$ cat src/rtl/xfer_pkg.sv
package xfer_pkg;
  typedef enum logic [1:0] {
    KIND_NONE = 2'b00,
    KIND_BR   = 2'b01,
    KIND_JMP  = 2'b10,
    KIND_JREG = 2'b11
  } kind_e;

  localparam logic [2:0] SEL_EQ  = 3'b000;
  localparam logic [2:0] SEL_NE  = 3'b001;
  localparam logic [2:0] SEL_LT  = 3'b100;
  localparam logic [2:0] SEL_GE  = 3'b101;
  localparam logic [2:0] SEL_LTU = 3'b110;
  localparam logic [2:0] SEL_GEU = 3'b111;
endpackage

$ cat src/rtl/xfer_cmp.sv
module xfer_cmp #(
  parameter int XLEN       = 32,
  parameter bit SHARED_SUB = 1'b1
) (
  input  logic [XLEN-1:0] a_i,
  input  logic [XLEN-1:0] b_i,
  input  logic [2:0]      sel_i,
  output logic            hit_o,
  output logic            bad_sel_o
);
  import xfer_pkg::*;

  logic eq, lt, ltu;

  generate
    if (SHARED_SUB) begin : g_sub
      // one borrow chain serves all three relations
      logic [XLEN:0] diff;
      assign diff = {1'b0, a_i} - {1'b0, b_i};
      assign ltu  = diff[XLEN];
      assign eq   = (diff[XLEN-1:0] == '0);
      assign lt   = (a_i[XLEN-1] ^ b_i[XLEN-1]) ? a_i[XLEN-1] : diff[XLEN];
    end else begin : g_direct
      assign eq  = (a_i == b_i);
      assign ltu = (a_i < b_i);
      assign lt  = ($signed(a_i) < $signed(b_i));
    end
  endgenerate

  always_comb begin
    hit_o     = 1'b0;
    bad_sel_o = 1'b0;
    unique case (sel_i)
      SEL_EQ:  hit_o = eq;
      SEL_NE:  hit_o = ~eq;
      SEL_LT:  hit_o = lt;
      SEL_GE:  hit_o = ~lt;
      SEL_LTU: hit_o = ltu;
      SEL_GEU: hit_o = ~ltu;
      default: bad_sel_o = 1'b1;
    endcase
  end
endmodule

$ cat src/rtl/xfer_addr.sv
module xfer_addr #(
  parameter int XLEN       = 32,
  parameter int ILEN_BYTES = 4
) (
  input  xfer_pkg::kind_e kind_i,
  input  logic [XLEN-1:0] pc_i,
  input  logic [XLEN-1:0] rs1_i,
  input  logic [XLEN-1:0] imm_i,
  output logic [XLEN-1:0] target_o,
  output logic [XLEN-1:0] link_o,
  output logic            odd_o
);
  import xfer_pkg::*;

  localparam int ALIGN_W = $clog2(ILEN_BYTES);

  logic [XLEN-1:0] base, sum;

  assign base     = (kind_i == KIND_JREG) ? rs1_i : pc_i;
  assign sum      = base + imm_i;
  assign target_o = {sum[XLEN-1:1], 1'b0};
  assign link_o   = pc_i + XLEN'(ILEN_BYTES);
  // bit 0 is already cleared; check the remaining alignment bits
  assign odd_o    = |target_o[ALIGN_W-1:1];
endmodule

$ cat src/rtl/xfer_ctrl.sv
module xfer_ctrl #(
  parameter int RIDX_W = 5
) (
  input  xfer_pkg::kind_e    kind_i,
  input  logic               hit_i,
  input  logic               bad_sel_i,
  input  logic               odd_i,
  input  logic               imm_sign_i,
  input  logic [RIDX_W-1:0]  rd_i,
  output logic               taken_o,
  output logic               pred_o,
  output logic               redirect_o,
  output logic               link_we_o,
  output logic               misalign_o,
  output logic               illegal_o,
  output logic               use_target_o
);
  import xfer_pkg::*;

  logic is_br, is_jump, exc;

  assign is_br   = (kind_i == KIND_BR);
  assign is_jump = (kind_i == KIND_JMP) || (kind_i == KIND_JREG);

  always_comb begin
    taken_o = 1'b0;
    pred_o  = 1'b0;
    unique case (kind_i)
      KIND_BR:   begin taken_o = hit_i & ~bad_sel_i; pred_o = imm_sign_i; end
      KIND_JMP:  begin taken_o = 1'b1;               pred_o = 1'b1;       end
      KIND_JREG: begin taken_o = 1'b1;               pred_o = 1'b0;       end
      default:   begin taken_o = 1'b0;               pred_o = 1'b0;       end
    endcase
  end

  assign illegal_o    = is_br & bad_sel_i;
  assign misalign_o   = taken_o & odd_i;
  assign exc          = illegal_o | misalign_o;
  assign redirect_o   = (kind_i != KIND_NONE) & ~exc & (taken_o != pred_o);
  assign link_we_o    = is_jump & (rd_i != '0) & ~misalign_o;
  assign use_target_o = taken_o & ~exc;
endmodule

$ cat src/rtl/xfer_resolve.sv
module xfer_resolve #(
  parameter int XLEN       = 32,
  parameter int RIDX_W     = 5,
  parameter int ILEN_BYTES = 4,
  parameter bit SHARED_SUB = 1'b1
) (
  input  logic              clk_i,
  input  logic              rst_ni,
  input  logic              valid_i,
  input  logic [1:0]        kind_i,
  input  logic [2:0]        sel_i,
  input  logic [XLEN-1:0]   pc_i,
  input  logic [XLEN-1:0]   rs1_i,
  input  logic [XLEN-1:0]   rs2_i,
  input  logic [XLEN-1:0]   imm_i,
  input  logic [RIDX_W-1:0] rd_i,
  output logic              valid_o,
  output logic              taken_o,
  output logic [XLEN-1:0]   target_o,
  output logic [XLEN-1:0]   next_pc_o,
  output logic              pred_o,
  output logic              redirect_o,
  output logic [XLEN-1:0]   link_o,
  output logic              link_we_o,
  output logic              misalign_o,
  output logic              illegal_o
);
  import xfer_pkg::*;

  kind_e           kind;
  logic            hit, bad_sel, odd;
  logic [XLEN-1:0] tgt_c, link_c;
  logic            taken_c, pred_c, redir_c, we_c, mis_c, ill_c, use_tgt_c;

  assign kind = kind_e'(kind_i);

  xfer_cmp #(.XLEN(XLEN), .SHARED_SUB(SHARED_SUB)) u_cmp (
    .a_i(rs1_i), .b_i(rs2_i), .sel_i(sel_i), .hit_o(hit), .bad_sel_o(bad_sel)
  );

  xfer_addr #(.XLEN(XLEN), .ILEN_BYTES(ILEN_BYTES)) u_addr (
    .kind_i(kind), .pc_i(pc_i), .rs1_i(rs1_i), .imm_i(imm_i),
    .target_o(tgt_c), .link_o(link_c), .odd_o(odd)
  );

  xfer_ctrl #(.RIDX_W(RIDX_W)) u_ctrl (
    .kind_i(kind), .hit_i(hit), .bad_sel_i(bad_sel), .odd_i(odd),
    .imm_sign_i(imm_i[XLEN-1]), .rd_i(rd_i),
    .taken_o(taken_c), .pred_o(pred_c), .redirect_o(redir_c),
    .link_we_o(we_c), .misalign_o(mis_c), .illegal_o(ill_c),
    .use_target_o(use_tgt_c)
  );

  always_ff @(posedge clk_i or negedge rst_ni) begin
    if (!rst_ni) begin
      valid_o    <= 1'b0;
      taken_o    <= 1'b0;
      pred_o     <= 1'b0;
      redirect_o <= 1'b0;
      link_we_o  <= 1'b0;
      misalign_o <= 1'b0;
      illegal_o  <= 1'b0;
      target_o   <= '0;
      next_pc_o  <= '0;
      link_o     <= '0;
    end else begin
      valid_o    <= valid_i;
      taken_o    <= valid_i & taken_c;
      pred_o     <= valid_i & pred_c;
      redirect_o <= valid_i & redir_c;
      link_we_o  <= valid_i & we_c;
      misalign_o <= valid_i & mis_c;
      illegal_o  <= valid_i & ill_c;
      target_o   <= tgt_c;
      next_pc_o  <= use_tgt_c ? tgt_c : link_c;
      link_o     <= link_c;
    end
  end


  idle_quiet_chk: assert property (@(posedge clk_i) disable iff (!rst_ni)
    !valid_o |-> !(taken_o || pred_o || redirect_o || link_we_o || misalign_o || illegal_o));


  misalign_no_side_chk: assert property (@(posedge clk_i) disable iff (!rst_ni)
    misalign_o |-> (!link_we_o && !redirect_o && next_pc_o == link_o && target_o[1]));


  next_pc_sel_chk: assert property (@(posedge clk_i) disable iff (!rst_ni)
    (valid_o && !misalign_o && !illegal_o) |-> (next_pc_o == (taken_o ? target_o : link_o)));


  link_zero_chk: assert property (@(posedge clk_i) disable iff (!rst_ni)
    (valid_i && rd_i == '0) |=> !link_we_o);


  link_value_chk: assert property (@(posedge clk_i) disable iff (!rst_ni)
    valid_i |=> (link_o == $past(pc_i) + XLEN'(ILEN_BYTES)));


  jmp_no_redirect_chk: assert property (@(posedge clk_i) disable iff (!rst_ni)
    (valid_i && kind_i == KIND_JMP) |=> !redirect_o);


  illegal_quiet_chk: assert property (@(posedge clk_i) disable iff (!rst_ni)
    illegal_o |-> (!taken_o && !redirect_o && !link_we_o));


  target_even_chk: assert property (@(posedge clk_i) disable iff (!rst_ni)
    valid_o |-> !target_o[0]);
endmodule

$ cat config.mk
export PLATFORM = sky130hd
export DESIGN_NAME = xfer_resolve
export DESIGN_NICKNAME = d
export VERILOG_FILES = /design/src/rtl/xfer_pkg.sv /design/src/rtl/xfer_cmp.sv /design/src/rtl/xfer_addr.sv /design/src/rtl/xfer_ctrl.sv /design/src/rtl/xfer_resolve.sv
export SDC_FILE = /design/constraint.sdc
export NUM_CORES = 1
export LEC_CHECK = 0
export BUFFER_PORTS_ARGS = -buffer_cell sky130_fd_sc_hd__buf_2
export CELL_PAD_IN_SITES_DETAIL_PLACEMENT = 1
export CELL_PAD_IN_SITES_GLOBAL_PLACEMENT = 1
export CORE_AREA = 3 3 142 144
export CTS_BUF_LIST = sky130_fd_sc_hd__clkbuf_4
export CTS_CLUSTER_DIAMETER = 200
export DETAILED_ROUTE_END_ITERATION = 8
export DIE_AREA = 0 0 145 147
export PLACE_DENSITY_LB_ADDON = 0.12
export SLEW_MARGIN = 10
export SYNTH_ARGS = -nofsm -noshare
export SYNTH_HDL_FRONTEND = slang
export SYNTH_SLANG_ARGS = --single-unit
$ cat constraint.sdc
create_clock -name clk_i -period 0.8 [get_ports clk_i]
set_clock_uncertainty 0.05 [all_clocks]
set_input_delay 0.08 -clock clk_i [delete_from_list [all_inputs] [get_ports clk_i]]
set_output_delay 0.08 -clock clk_i [all_outputs]
set_load 0.01 [all_outputs]
==> results of run 1 <==
[through the flow]
stage               utilization  area [um^2]  cells  hold slack, ps  setup slack [ps]
floorplan                     -         8710    874            -266             -2710
global placement          0.655        12300   1655            60.3             -3180
detailed placement        0.655        12300   1655            71.2             -3350
[cell families after synthesis]
kind of cell / count (synthesis)
mux: 66
xor+xnor: 66
flops: 102
buf+inv: 86
simple gates: 260
other cells: 1
compound gates: 224
fa+ha+maj: 69
==> flow_summary_export.csv, run 1 <==
group,metric,value,unit
cts,hold_buffers,11,
cts,clockRootBuffer,"clkbuf_4",
cts,htreeDepth,3,
synth,async_flop_share,1.00,
cts,clock_path_buffers,2,
place,gp_congestion,0.928,
floorplanning,num_rows,50,
synth,synth_top_area_cell,"dfrtp_1",
place,port_buffers,242,
place,hpwl,33400,um
floorplanning,die_height,147,um
cts,ctsResizeCount,308,
synth,synth_top_cell_area_share,0.313,
synth,synth_top_family_by_area,"compound AO/OA/AOI/OAI gates",
synth,synthSimpleGateAreaFrac,0.170,
synth,yosysMostFrequentCell,"dfrtp_1",
synth,ys.flop_type,"dfrtp_1",
status,haltStage,"clock tree synthesis",
synth,synthMuxAreaShare,0.103,
floorplanning,pin_count,244,
synth,yosysWarnings,0,
synth,syn_area,8160,um^2
cts,cts_sinks,102,
synth,syn_nets,1084,
synth,synth_xor_area_frac,0.0708,
cts,cts_buffers,9,
floorplanning,die_x,145,um
cts,cts_setup_buffers,57,
synth,synthAdderAreaFrac,0.108,
status,error,"[ERROR DPL-0033] detailed placement checks failed during check placement.",
synth,synth_area_leaders,"dfrtp_1 (31%), ha_1 (10%), mux2_4 (5.2%), xnor2_1 (5.2%), mux2_2 (4.6%)",
synth,yosysSeqAreaShare,0.313,
synth,syn_area_per_cell,9.34,um^2
synth,synth_common_cells,"dfrtp_1 (102), a21oi_1 (69), ha_1 (67)",
synth,synth_edf_count,0,
synth,synth_compound_area_frac,0.186,
floorplanning,initial_utilization,0.433,
synth,ys_seq_elements,102,
synth,yosys.cell_types.count,80,
synth,synth_cells,874,
status,outcome,"did not finish",
==> inputs of run 2 (changes only) <==
- CELL_PAD_IN_SITES_DETAIL_PLACEMENT: 1 -> default
- CELL_PAD_IN_SITES_GLOBAL_PLACEMENT: 1 -> default
- CORE_AREA: 3 3 142 144 -> 3 3 147 149
- CTS_BUF_LIST: sky130_fd_sc_hd__clkbuf_4 -> default
- CTS_CLUSTER_DIAMETER: 200 -> default
- DIE_AREA: 0 0 145 147 -> 0 0 150 152
- PLACE_DENSITY_LB_ADDON: 0.12 -> 0.15
==> flow_summary_export.csv, run 2 <==
group,metric,value,unit
pwr,power,21.6,mW
global_routing,grt_overflow,0,
synth,ys_seq_elements,102,
place,port_buffers,242,
synth,syn_area_per_cell,9.34,um^2
critical_path,crit_fanout,5,
critical_path,cp.arrival,3670,ps
floorplanning,die-area,22800,um^2
hold_path,hp-class,"primary input to flip-flop",
global_routing,grt_pass1_vias,9165,
cts,hold_buffers,9,
global_routing,grt_max_degree,23,
floorplanning,initial_utilization,0.402,
synth,yosysMostFrequentCell,"dfrtp_1",
cts,clockRootBuffer,"clkbuf_16",
floorplanning,num_rows,52,
place,hpwl,23500,um
final_layout,multi_input_area,6900,um^2
critical_path,crit_required,990,ps
final_layout,final_common_cell,"buf_4",
timing,rsz0062_at_grt,"yes",
pwr,swShare,0.353,
timing,fin_crit,3480,ps
pwr,p_leak,7.18,nW
detailed_routing,post-route-drc-count,0,
timing,relSlewSlack,0.487,
cts,cts_buffers,9,
timing,slew_viol_final,0,
pwr,ir_worst_vdd,1.01,mV
synth,synthAdderAreaFrac,0.108,
final_layout,drive_above_1_share,0.615,
synth,ys.flop_type,"dfrtp_1",
final_layout,fill_cells,1451,
cts,clk_pin_slew,80,ps
final_layout,largestRegisters,"link_o: 32 flops, next_pc_o: 32 flops, target_o: 31 flops",
final_layout,syn_to_final_growth,82.0,%
synth,synth_top_area_cell,"dfrtp_1",
cts,htreeDepth,3,
synth,synth_cells,874,
critical_path,crit_path_start,"rs1_i[20]",
global_routing,grt_pass1_wl,47000,um
global_routing,grt.total_usage,0.258,
timing,fmax,0.287,GHz
detailed_routing,routed_wl,31800,um
floorplanning,pin_count,244,
pwr,p_comb_frac,0.515,
detailed_routing,first_iter_violations,374,
synth,synth_compound_area_frac,0.186,
pwr,p_seq_frac,0.282,
status,outcome,"finished, violations left",
synth,syn_nets,1084,
critical_path,crit_end,"next_pc_o[17]$_DFF_PN0_",
pwr,internal_power,14.0,mW
synth,synth_xor_area_frac,0.0708,
place,pre_cts_slack,-3210,ps
timing,worst_slack,-2680,ps
final_layout,final_util,0.732,
detailed_routing,post_drt_via_cell_ratio,5.21,
detailed_routing,vias,9099,
global_routing,antenna_found_initial,2,
synth,yosys.cell_types.count,80,
cts,clock_path_buffers,2,
synth,synth_top_family_by_area,"compound AO/OA/AOI/OAI gates",
synth,yosysSeqAreaShare,0.313,
cts,cts_sinks,102,
synth,synth_edf_count,0,
floorplanning,die_x,150,um
place,gp_congestion,0.903,
floorplanning,core-area,20300,um^2
timing,worst_pin_slew,750,ps
timing,fin_setup_tns,-166550,ps
pwr,p_clk_frac,0.202,
final_layout,mostFrequentLayoutCells,"buf_4 (285), buf_2 (221), dfrtp_1 (102)",
floorplanning,die_height,152,um
detailed_routing,dr.pass1.iters,5,
final_layout,final_area,14900,um^2
synth,synth_area_leaders,"dfrtp_1 (31%), ha_1 (10%), mux2_4 (5.2%), xnor2_1 (5.2%), mux2_2 (4.6%)",
detailed_routing,wl_per_cell,18.2,um
final_layout,area.sequential,2550,um^2
place,placed_cell_area,12400,um^2
critical_path,start_kind,"primary input",
synth,synthMuxAreaShare,0.103,
synth,synthSimpleGateAreaFrac,0.170,
synth,async_flop_share,1.00,
cts,cts_tree,"built",
final_layout,nets,1677,
detailed_routing,ant_nets,0,
synth,yosysWarnings,0,
pwr,power_density,1460,nW/um^2
status,violations,"negative hold slack, negative setup slack",
timing,fin_crit_sh,4.35,
job,cap_violations,0,
critical_path,criticalPathCategory,"primary input to flip-flop",
timing,hold_viol,6,
synth,synth_common_cells,"dfrtp_1 (102), a21oi_1 (69), ha_1 (67)",
timing,setup_viol_count_final,194,
timing,hold_ws,-93.0,ps
critical_path,cp-end-kind,"flip-flop",
pwr,p_sw,7.65,mW
synth,synth_top_cell_area_share,0.313,
synth,syn_area,8160,um^2
==> run 2: cell counts after synthesis <==
Identical to the previous run, type by type.
==> run 2: how the worst min path moves through the flow <==
stage / startpoint / end / cells past startpoint
finish: pc_i[27] / link_o[27]$_DFF_PN0_ / 2
global route: pc_i[27] / link_o[27]$_DFF_PN0_ / 2
CTS: pc_i[27] / link_o[27]$_DFF_PN0_ / 2
detailed placement: rst_ni / next_pc_o[12]$_DFF_PN0_ / 1
global placement: rst_ni / next_pc_o[12]$_DFF_PN0_ / 1
floorplan: rst_ni / illegal_o$_DFF_PN0_ / 0
==> run 2: cell type report <==
class,instances,share of cell area
timing repair buffer,608,0.305
clock inverter,5,0.00295
sequential,102,0.172
antenna,3,0.000505
multi-input combinational,686,0.465
tap,270,0.0227
clock buffer,11,0.0163
inverter,60,0.0160
==> run 2: layer usage <==
metal / share of wire / GRT usage
met3: 0.045 / 0.0295
met5: 0 / 0
met1: 0.42 / 0.333
met4: 0.025 / 0.0645
met2: 0.51 / 0.460
==> run 2: cell families (layout without fill, tap and decap cells) <==
group	Yosys count	after routing
xor+xnor	66	66
simple gates	260	260
flops	102	102
mux	66	66
compound gates	224	224
buf+inv	86	684
fa+ha+maj	69	69
other cells	1	4
==> run 2: power by group through the flow <==
stage	sequential, mW	combinational [mW]	clock (mW)
floorplan	6.66	4.36	0
global placement	6.19	8.88	0
detailed placement	6.20	8.96	0
CTS	6.11	10.0	4.42
global route	6.18	12.0	4.72
finish	6.11	11.2	4.38
==> run 2: critical path, stage by stage <==
cell and delay [ps]:
buf_2 110, ha_1 340, nand4_1 150, nor3_2 90, buf_12 130, and3_1 170
a311o_2 410, or4_1 410, a32oi_1 180, nand4_1 190, nor4_4 350, mux2i_2 330
o31ai_4 90, buf_6 180, clkbuf_16 160, mux2_4 290
==> run 2: repair_timing <==
action / 4_1_cts / 5_1_grt
setup endpoints to repair: 195 / 195
resized for setup: 149 / 152
setup buffers: 29 / 35
hold endpoints to repair: 118 / 7
pin swaps: 59 / 80
gates cloned: 1 / 2
==> run 2: through the flow <==
| stage | hold slack, ps | std cells |
|---|---|---|
| CTS | -119 | 1716 |
| detailed placement | -49.0 | 1663 |
| finish | -93.0 | 1745 |
| floorplan | -266 | 874 |
| global route | -97.5 | 1745 |
| global placement | -48.2 | 1663 |
Power figures use the tool's default switching activity.
